### config.mk
export PLATFORM = sky130hd
export DESIGN_NAME = dabt_ctl
export DESIGN_NICKNAME = d
export VERILOG_FILES = /design/src/rtl/dabt_pkg.sv /design/src/rtl/dabt_rst_sync.sv /design/src/rtl/dabt_seq.sv /design/src/rtl/dabt_policy.sv /design/src/rtl/dabt_fault.sv /design/src/rtl/dabt_ctl.sv
export SDC_FILE = /design/constraint.sdc
export NUM_CORES = 1
export LEC_CHECK = 0
export ABC_CLOCK_PERIOD_IN_PS = 6800
export BUFFER_PORTS_ARGS = -buffer_cell sky130_fd_sc_hd__buf_4
export CAP_MARGIN = 20
export CELL_PAD_IN_SITES_DETAIL_PLACEMENT = 1
export CELL_PAD_IN_SITES_GLOBAL_PLACEMENT = 2
export CORE_MARGIN = 2
export CORE_UTILIZATION = 30
export DETAILED_ROUTE_END_ITERATION = 16
export GPL_ROUTABILITY_DRIVEN = 0
export HOLD_SLACK_MARGIN = 0.15
export PLACE_DENSITY = 0.82
export SYNTH_ARGS = -nofsm -noshare
export SYNTH_HDL_FRONTEND = slang
export SYNTH_SLANG_ARGS = --single-unit
### constraint.sdc
create_clock -name clk -period 6.8 [get_ports clk]
set_clock_uncertainty 0.1 [all_clocks]
set_input_delay 0.68 -clock clk [delete_from_list [all_inputs] [get_ports clk]]
set_output_delay 0.68 -clock clk [all_outputs]
set_load 0.005 [all_outputs]
### src/rtl/dabt_pkg.sv
package dabt_pkg;

  typedef enum logic [1:0] {
    XF_SINGLE = 2'd0,
    XF_SWAP   = 2'd1,
    XF_BLOCK  = 2'd2
  } xfer_cls_e;

  typedef enum logic {
    ST_IDLE = 1'b0,
    ST_RUN  = 1'b1
  } ctl_st_e;

  typedef struct packed {
    xfer_cls_e cls;
    logic      load;
    logic      wback;
    logic      early;
  } xfer_attr_t;

endpackage

### src/rtl/dabt_rst_sync.sv
module dabt_rst_sync (
  input  logic clk,
  input  logic rst_n,
  output logic rst_sn
);

  logic [1:0] sync_q;

  always_ff @(posedge clk or negedge rst_n) begin
    if (!rst_n) begin
      sync_q <= 2'b00;
    end else begin
      sync_q <= {sync_q[0], 1'b1};
    end
  end

  assign rst_sn = sync_q[1];

endmodule

### src/rtl/dabt_seq.sv
// Beat sequencer: walks the register list lowest number first and
// flags the final beat of each instruction class.
module dabt_seq import dabt_pkg::*; #(
  parameter int NREG = 16,
  localparam int RW = $clog2(NREG)
) (
  input  logic            clk,
  input  logic            rst_n,
  input  logic            load_en,
  input  logic [NREG-1:0] list_i,
  input  xfer_cls_e       cls,
  input  logic            adv,
  output logic [RW-1:0]   cur_reg,
  output logic            last_beat
);

  logic [NREG-1:0] rem_q, rem_nxt, rem_drop;
  logic            second_q, second_nxt;
  logic            seq_en;

  assign rem_drop = rem_q & (rem_q - NREG'(1));
  assign seq_en   = load_en | adv;

  // lowest set bit of the remaining list
  always_comb begin
    cur_reg = '0;
    for (int i = NREG - 1; i >= 0; i--) begin
      if (rem_q[i]) cur_reg = RW'(i);
    end
  end

  always_comb begin
    rem_nxt    = rem_q;
    second_nxt = second_q;
    if (load_en) begin
      rem_nxt    = list_i;
      second_nxt = 1'b0;
    end else if (adv) begin
      second_nxt = 1'b1;
      if (cls == XF_BLOCK) rem_nxt = rem_drop;
    end
  end

  always_comb begin
    case (cls)
      XF_SINGLE: last_beat = 1'b1;
      XF_SWAP:   last_beat = second_q;
      XF_BLOCK:  last_beat = (rem_drop == '0);
      default:   last_beat = 1'b1;
    endcase
  end

  always_ff @(posedge clk or negedge rst_n) begin
    if (!rst_n) begin
      rem_q    <= '0;
      second_q <= 1'b0;
    end else if (seq_en) begin
      rem_q    <= rem_nxt;
      second_q <= second_nxt;
    end
  end

endmodule

### src/rtl/dabt_policy.sv
// Per-class write gating, purely combinational.
module dabt_policy import dabt_pkg::*; (
  input  xfer_cls_e cls,
  input  logic      load,
  input  logic      wback,
  input  logic      early,
  input  logic      base_hit,
  input  logic      aborted_q,
  input  logic      abort_i,
  input  logic      adv,
  input  logic      last_beat,
  output logic      ld_go,
  output logic      wb_go,
  output logic      req_go,
  output logic      cap_go
);

  logic abt_now;
  logic ld_ok, wb_ok;

  assign abt_now = aborted_q | abort_i;

  always_comb begin
    ld_ok = 1'b0;
    wb_ok = 1'b0;
    case (cls)
      XF_SINGLE: begin
        ld_ok = load & ~abt_now;
        wb_ok = abt_now ? ~early : ~base_hit;
      end
      XF_SWAP: begin
        ld_ok = last_beat & ~abt_now;
        wb_ok = 1'b0;
      end
      XF_BLOCK: begin
        ld_ok = load & ~abt_now;
        wb_ok = abt_now | ~base_hit;
      end
      default: begin
        ld_ok = 1'b0;
        wb_ok = 1'b0;
      end
    endcase
  end

  assign ld_go  = adv & ld_ok;
  assign wb_go  = adv & last_beat & wback & wb_ok;
  assign req_go = adv & last_beat & abt_now;
  assign cap_go = adv & abort_i & ~aborted_q;

endmodule

### src/rtl/dabt_fault.sv
// Fault address / status capture.
module dabt_fault #(
  parameter int AW = 32,
  parameter int SW = 4
) (
  input  logic          clk,
  input  logic          rst_n,
  input  logic          cap_go,
  input  logic [AW-1:0] addr_i,
  input  logic [SW-1:0] status_i,
  output logic [AW-1:0] far_o,
  output logic [SW-1:0] fsr_o
);

  logic [AW-1:0] far_q, far_nxt;
  logic [SW-1:0] fsr_q, fsr_nxt;

  always_comb begin
    far_nxt = addr_i;
    fsr_nxt = status_i;
  end

  always_ff @(posedge clk or negedge rst_n) begin
    if (!rst_n) begin
      far_q <= '0;
      fsr_q <= '0;
    end else if (cap_go) begin
      far_q <= far_nxt;
      fsr_q <= fsr_nxt;
    end
  end

  assign far_o = far_q;
  assign fsr_o = fsr_q;

endmodule

### src/rtl/dabt_ctl.sv
module dabt_ctl import dabt_pkg::*; #(
  parameter int DW   = 32,
  parameter int AW   = 32,
  parameter int SW   = 4,
  parameter int NREG = 16,
  localparam int RW  = $clog2(NREG)
) (
  input  logic            clk,
  input  logic            rst_n,
  input  logic            start_i,
  input  logic [1:0]      cls_i,
  input  logic            load_i,
  input  logic            wback_i,
  input  logic            early_i,
  input  logic [RW-1:0]   base_i,
  input  logic [RW-1:0]   rd_i,
  input  logic [NREG-1:0] list_i,
  input  logic [DW-1:0]   nbase_i,
  input  logic            beat_i,
  input  logic            abort_i,
  input  logic [AW-1:0]   addr_i,
  input  logic [SW-1:0]   status_i,
  input  logic [DW-1:0]   data_i,
  output logic            ld_we_o,
  output logic [RW-1:0]   ld_wa_o,
  output logic [DW-1:0]   ld_wd_o,
  output logic            wb_we_o,
  output logic [RW-1:0]   wb_wa_o,
  output logic [DW-1:0]   wb_wd_o,
  output logic [AW-1:0]   far_o,
  output logic [SW-1:0]   fsr_o,
  output logic            dabt_req_o
);

  logic rst_sn;

  dabt_rst_sync u_rst (
    .clk    (clk),
    .rst_n  (rst_n),
    .rst_sn (rst_sn)
  );

  ctl_st_e    st_q, st_nxt;
  xfer_attr_t attr_q, attr_nxt;
  logic [RW-1:0] base_q, rd_q;
  logic [DW-1:0] nbase_q, swp_q;
  logic          hit_q, hit_nxt;
  logic          aborted_q, aborted_nxt;

  logic running, start_go, adv;
  logic [RW-1:0] cur_reg;
  logic last_beat;
  logic ld_go, wb_go, req_go, cap_go;
  logic swp_en, ab_en;

  logic          ld_we_q, wb_we_q, req_q;
  logic [RW-1:0] ld_wa_q, ld_wa_nxt, wb_wa_q;
  logic [DW-1:0] ld_wd_q, ld_wd_nxt, wb_wd_q;

  assign running  = (st_q == ST_RUN);
  assign start_go = ~running & start_i;
  assign adv      = running & beat_i;

  dabt_seq #(.NREG(NREG)) u_seq (
    .clk       (clk),
    .rst_n     (rst_sn),
    .load_en   (start_go),
    .list_i    (list_i),
    .cls       (attr_q.cls),
    .adv       (adv),
    .cur_reg   (cur_reg),
    .last_beat (last_beat)
  );

  dabt_policy u_pol (
    .cls       (attr_q.cls),
    .load      (attr_q.load),
    .wback     (attr_q.wback),
    .early     (attr_q.early),
    .base_hit  (hit_q),
    .aborted_q (aborted_q),
    .abort_i   (abort_i),
    .adv       (adv),
    .last_beat (last_beat),
    .ld_go     (ld_go),
    .wb_go     (wb_go),
    .req_go    (req_go),
    .cap_go    (cap_go)
  );

  dabt_fault #(.AW(AW), .SW(SW)) u_fault (
    .clk      (clk),
    .rst_n    (rst_sn),
    .cap_go   (cap_go),
    .addr_i   (addr_i),
    .status_i (status_i),
    .far_o    (far_o),
    .fsr_o    (fsr_o)
  );

  // next-state logic
  always_comb begin
    st_nxt = st_q;
    if (start_go) begin
      st_nxt = ST_RUN;
    end else if (adv && last_beat) begin
      st_nxt = ST_IDLE;
    end
  end

  always_comb begin
    attr_nxt.cls   = xfer_cls_e'(cls_i);
    attr_nxt.load  = load_i;
    attr_nxt.wback = wback_i;
    attr_nxt.early = early_i;
    if (cls_i == XF_BLOCK) begin
      hit_nxt = load_i & list_i[base_i];
    end else begin
      hit_nxt = load_i & (rd_i == base_i);
    end
  end

  assign ab_en = start_go | (adv & abort_i);
  always_comb begin
    aborted_nxt = aborted_q;
    if (start_go) begin
      aborted_nxt = 1'b0;
    end else if (adv && abort_i) begin
      aborted_nxt = 1'b1;
    end
  end

  assign swp_en = adv & (attr_q.cls == XF_SWAP) & ~last_beat;

  always_comb begin
    ld_wa_nxt = (attr_q.cls == XF_BLOCK) ? cur_reg : rd_q;
    ld_wd_nxt = (attr_q.cls == XF_SWAP) ? swp_q : data_i;
  end

  // control registers
  always_ff @(posedge clk or negedge rst_sn) begin
    if (!rst_sn) begin
      st_q <= ST_IDLE;
    end else begin
      st_q <= st_nxt;
    end
  end

  always_ff @(posedge clk or negedge rst_sn) begin
    if (!rst_sn) begin
      attr_q  <= '0;
      base_q  <= '0;
      rd_q    <= '0;
      nbase_q <= '0;
      hit_q   <= 1'b0;
    end else if (start_go) begin
      attr_q  <= attr_nxt;
      base_q  <= base_i;
      rd_q    <= rd_i;
      nbase_q <= nbase_i;
      hit_q   <= hit_nxt;
    end
  end

  always_ff @(posedge clk or negedge rst_sn) begin
    if (!rst_sn) begin
      aborted_q <= 1'b0;
    end else if (ab_en) begin
      aborted_q <= aborted_nxt;
    end
  end

  always_ff @(posedge clk or negedge rst_sn) begin
    if (!rst_sn) begin
      swp_q <= '0;
    end else if (swp_en) begin
      swp_q <= data_i;
    end
  end

  // output registers
  always_ff @(posedge clk or negedge rst_sn) begin
    if (!rst_sn) begin
      ld_we_q <= 1'b0;
      wb_we_q <= 1'b0;
      req_q   <= 1'b0;
    end else begin
      ld_we_q <= ld_go;
      wb_we_q <= wb_go;
      req_q   <= req_go;
    end
  end

  always_ff @(posedge clk or negedge rst_sn) begin
    if (!rst_sn) begin
      ld_wa_q <= '0;
      ld_wd_q <= '0;
    end else if (ld_go) begin
      ld_wa_q <= ld_wa_nxt;
      ld_wd_q <= ld_wd_nxt;
    end
  end

  always_ff @(posedge clk or negedge rst_sn) begin
    if (!rst_sn) begin
      wb_wa_q <= '0;
      wb_wd_q <= '0;
    end else if (wb_go) begin
      wb_wa_q <= base_q;
      wb_wd_q <= nbase_q;
    end
  end

  assign ld_we_o    = ld_we_q;
  assign ld_wa_o    = ld_wa_q;
  assign ld_wd_o    = ld_wd_q;
  assign wb_we_o    = wb_we_q;
  assign wb_wa_o    = wb_wa_q;
  assign wb_wd_o    = wb_wd_q;
  assign dabt_req_o = req_q;

endmodule

==> impl_metrics.env <==
export IMPL_clockBufferDepth=3
export IMPL_gr_total_overflow=0
export IMPL_p_sw_mw=1.77
export IMPL_setup_tns_ps=0
export IMPL_cts_resized_gates=0
export IMPL_syn_area_um2=8790
export IMPL_synth_top_cell_by_area="dfrtp_1"
export IMPL_area_growth_pct=35.8
export IMPL_synth_top_area_frac=0.598
export IMPL_max_slew_margin=0.397
export IMPL_fp_dieW_um=175
export IMPL_initial_core_util=0.306
export IMPL_hold_viol=0
export IMPL_drtPass1Iterations=4
export IMPL_multiInputGateArea_um2=3330
export IMPL_synth_top_family_by_area="multiplexers"
export IMPL_synth_flop_cell="dfrtp_1"
export IMPL_synth_edff_count=0
export IMPL_hold_path_class="reg -> reg"
export IMPL_fin_crit_ps=3260
export IMPL_finalNetCount=1126
export IMPL_synth_simple_area_share=0.115
export IMPL_dpl_cell_area_um2=11000
export IMPL_synthXorXnorAreaFrac=0.00398
export IMPL_rsz0062_at_grt="no"
export IMPL_synthTopCellsByCount="dfrtp_1 (210), nand2_1 (150), mux2_2 (75)"
export IMPL_fin_area_um2=11900
export IMPL_io_buffers=244
export IMPL_synthAdderAreaFrac=0.00569
export IMPL_rows=62
export IMPL_p_per_area_nw_per_um2=464
export IMPL_drtIter0Drc=288
export IMPL_grt_pass1_wl_um=39000
export IMPL_fmax_mhz=307
export IMPL_fillCellCount=3162
export IMPL_path_max_fanout=37
export IMPL_arrival_ps=3550
export IMPL_wirelength_um=24200
export IMPL_vdd_drop_max_v=0.000184
export IMPL_htree_levels=1
export IMPL_slew_violations=0
export IMPL_synth_area_mux_share=0.185
export IMPL_tritoncts="built"
export IMPL_io_pins=245
export IMPL_combPwrFrac=0.335
export IMPL_grt_max_degree=82
export IMPL_register_area_um2=5260
export IMPL_die_h_um=175
export IMPL_die_area_um2=30700
export IMPL_critPathKind="reg -> reg"
export IMPL_clkTransAtPathRegs_ps=60
export IMPL_p_seq_frac=0.408
export IMPL_yosys_register_bits=210
export IMPL_p_leak_nw=5.73
export IMPL_root_buffer="clkbuf_16"
export IMPL_end_kind="register"
export IMPL_cts_setup_buffers=0
export IMPL_cp_start_kind="register"
export IMPL_wl_per_cell_um=17.4
export IMPL_syn_inst=753
export IMPL_dp_hpwl_um=16600
export IMPL_synth_area_top_cells="dfrtp_1 (60%), mux2_2 (9.6%), nand2_1 (6.4%)"
export IMPL_cap_violations=0
export IMPL_yosys_warnings=0
export IMPL_clkSinkCount=210
export IMPL_synth_avg_cell_area_um2=11.7
export IMPL_setup_viol=0
export IMPL_antenna_found_initial=1
export IMPL_grt_total_usage=0.158
export IMPL_p_clk_frac=0.257
export IMPL_p_int_mw=3.77
export IMPL_switching_share=0.320
export IMPL_drive_gt1_frac=0.383
export IMPL_tightest_slew_ps=905
export IMPL_syn_nets=891
export IMPL_cts_made_buffers=26
export IMPL_viasPerCell=4.67
export IMPL_vias=6501
export IMPL_ant_nets=0
export IMPL_yosysSeqAreaShare=0.598
export IMPL_synthArstFlopShare=1.00
export IMPL_core_um2=28800
export IMPL_status="finished, final reports clean"
export IMPL_ys_types=42
export IMPL_finalCritPeriodShare=0.479
export IMPL_drt_drc_violations_left=0
export IMPL_synth_compound_area_frac=0.0670
export IMPL_crit_required_ps=7090
export IMPL_clk_latency_ps=520
export IMPL_grt_pass1_vias=7025
export IMPL_synth_most_common_cell="dfrtp_1"
-- placed cells by master (no fill, tap or decap), types with 2 or more instances in the layout --
cell type and instances:
a211oi_1 3, a21oi_1 43, a22o_1 13, a31oi_1 2, and3_1 2, buf_4 253, bufinv_16 3, clkbuf_1 4
clkbuf_16 27, clkbuf_8 6, clkinv_2 7, dfrtp_1 209, ha_1 3, inv_1 5, mux2_1 29, mux2_2 75
mux2i_1 34, mux4_2 5, nand2_1 150, nand2b_1 3, nand3_1 3, nor2_1 56, nor2b_1 3, nor3_1 12
nor4_1 4, o21ai_0 20, o311ai_0 2, o31ai_1 5, or4_1 2, xnor2_1 4
-- sequential cells by signal (all words and copies together) (netlist names), 2 cells and up --
register	count
attr_q	5
base_q	4
ld_wa_o	4
ld_wd_o	32
nbase_q	32
rd_q	4
swp_q	32
u_fault.far_o	32
u_fault.fsr_o	4
u_rst.sync_q	2
u_seq.rem_q	16
wb_wa_o	4
wb_wd_o	32
-- metrics by stage --
stage	hold WS (ps)	utilization	cells	worst slack, ps	power, mW
2_1_floorplan	231	-	753	415	3.22
3_3_place_gp	236	0.382	1342	3600	4.08
3_5_place_dp	238	0.382	1342	3570	4.16
4_1_cts	223	0.414	1391	3540	5.63
5_1_grt	237	0.415	1393	3260	5.95
6_report	248	0.415	1393	3540	5.54
-- worst max-delay path: stages (launching register included) --
cell,delay [ps]
dfrtp_1,430
or4_1,710
o31ai_1,280
and3_1,200
o211a_1,160
a31oi_2,170
nor4_4,170
buf_4,500
mux2_2,400
-- per-layer routing --
metal	vias up	routed length [µm]	global-route usage	share of wire
li1	3059	-	-	-
met1	3233	10700	0.209	0.44
met2	182	11400	0.254	0.47
met3	27	1730	0.0435	0.072
met4	0	410	0.0427	0.017
met5	-	0	0	0
-- timing repair --
item                       CTS  global route
setup endpoints to repair    0             0
hold buffers                 1             0
hold endpoints to repair     2             0
-- logic make-up (layout without fill, tap and decap cells) --
family / count (synthesis) / after routing
fa+ha+maj: 4 / 4
buf+inv: 53 / 308
mux: 143 / 143
other cells: 1 / 2
xor+xnor: 4 / 4
flops: 210 / 210
compound gates: 96 / 96
simple gates: 242 / 242
-- final timing paths --
path                       depth (start not counted)  slack [ps]                  startpoint                      endpoint
max                                                8        3540  u_seq.rem_q[2]$_DFFE_PN0P_        wb_wd_o[3]$_DFFE_PN0P_
min                                                0         250   u_rst.sync_q[0]$_DFF_PN0_     u_rst.sync_q[1]$_DFF_PN0_
max reg2reg                                        8        3540  u_seq.rem_q[2]$_DFFE_PN0P_        wb_wd_o[3]$_DFFE_PN0P_
min reg2reg                                        0         250   u_rst.sync_q[0]$_DFF_PN0_     u_rst.sync_q[1]$_DFF_PN0_
max in group asynchronous                          1        4890   u_rst.sync_q[1]$_DFF_PN0_          dabt_req_o$_DFF_PN0_
min in group asynchronous                          0         360   u_rst.sync_q[1]$_DFF_PN0_  u_fault.far_o[7]$_DFFE_PN0P_
-- final cells by class --
type,count,share of cell area
clock buffer,37,0.0648
inverter,5,0.00157
tap,384,0.0402
clock inverter,11,0.0112
multi-input combinational,490,0.279
antenna,1,0.000210
timing repair buffer,255,0.162
sequential,210,0.440
-- power by group through the flow --
stage | registers [mW] | logic (mW) | clock network (mW)
floorplan | 2.18 | 1.04 | 0
finish | 2.26 | 1.85 | 1.43
global route | 2.36 | 2.06 | 1.53
detailed placement | 2.28 | 1.88 | 0
CTS | 2.26 | 1.89 | 1.47
global placement | 2.24 | 1.84 | 0
Note: power is estimated with default switching activity, not from simulation.
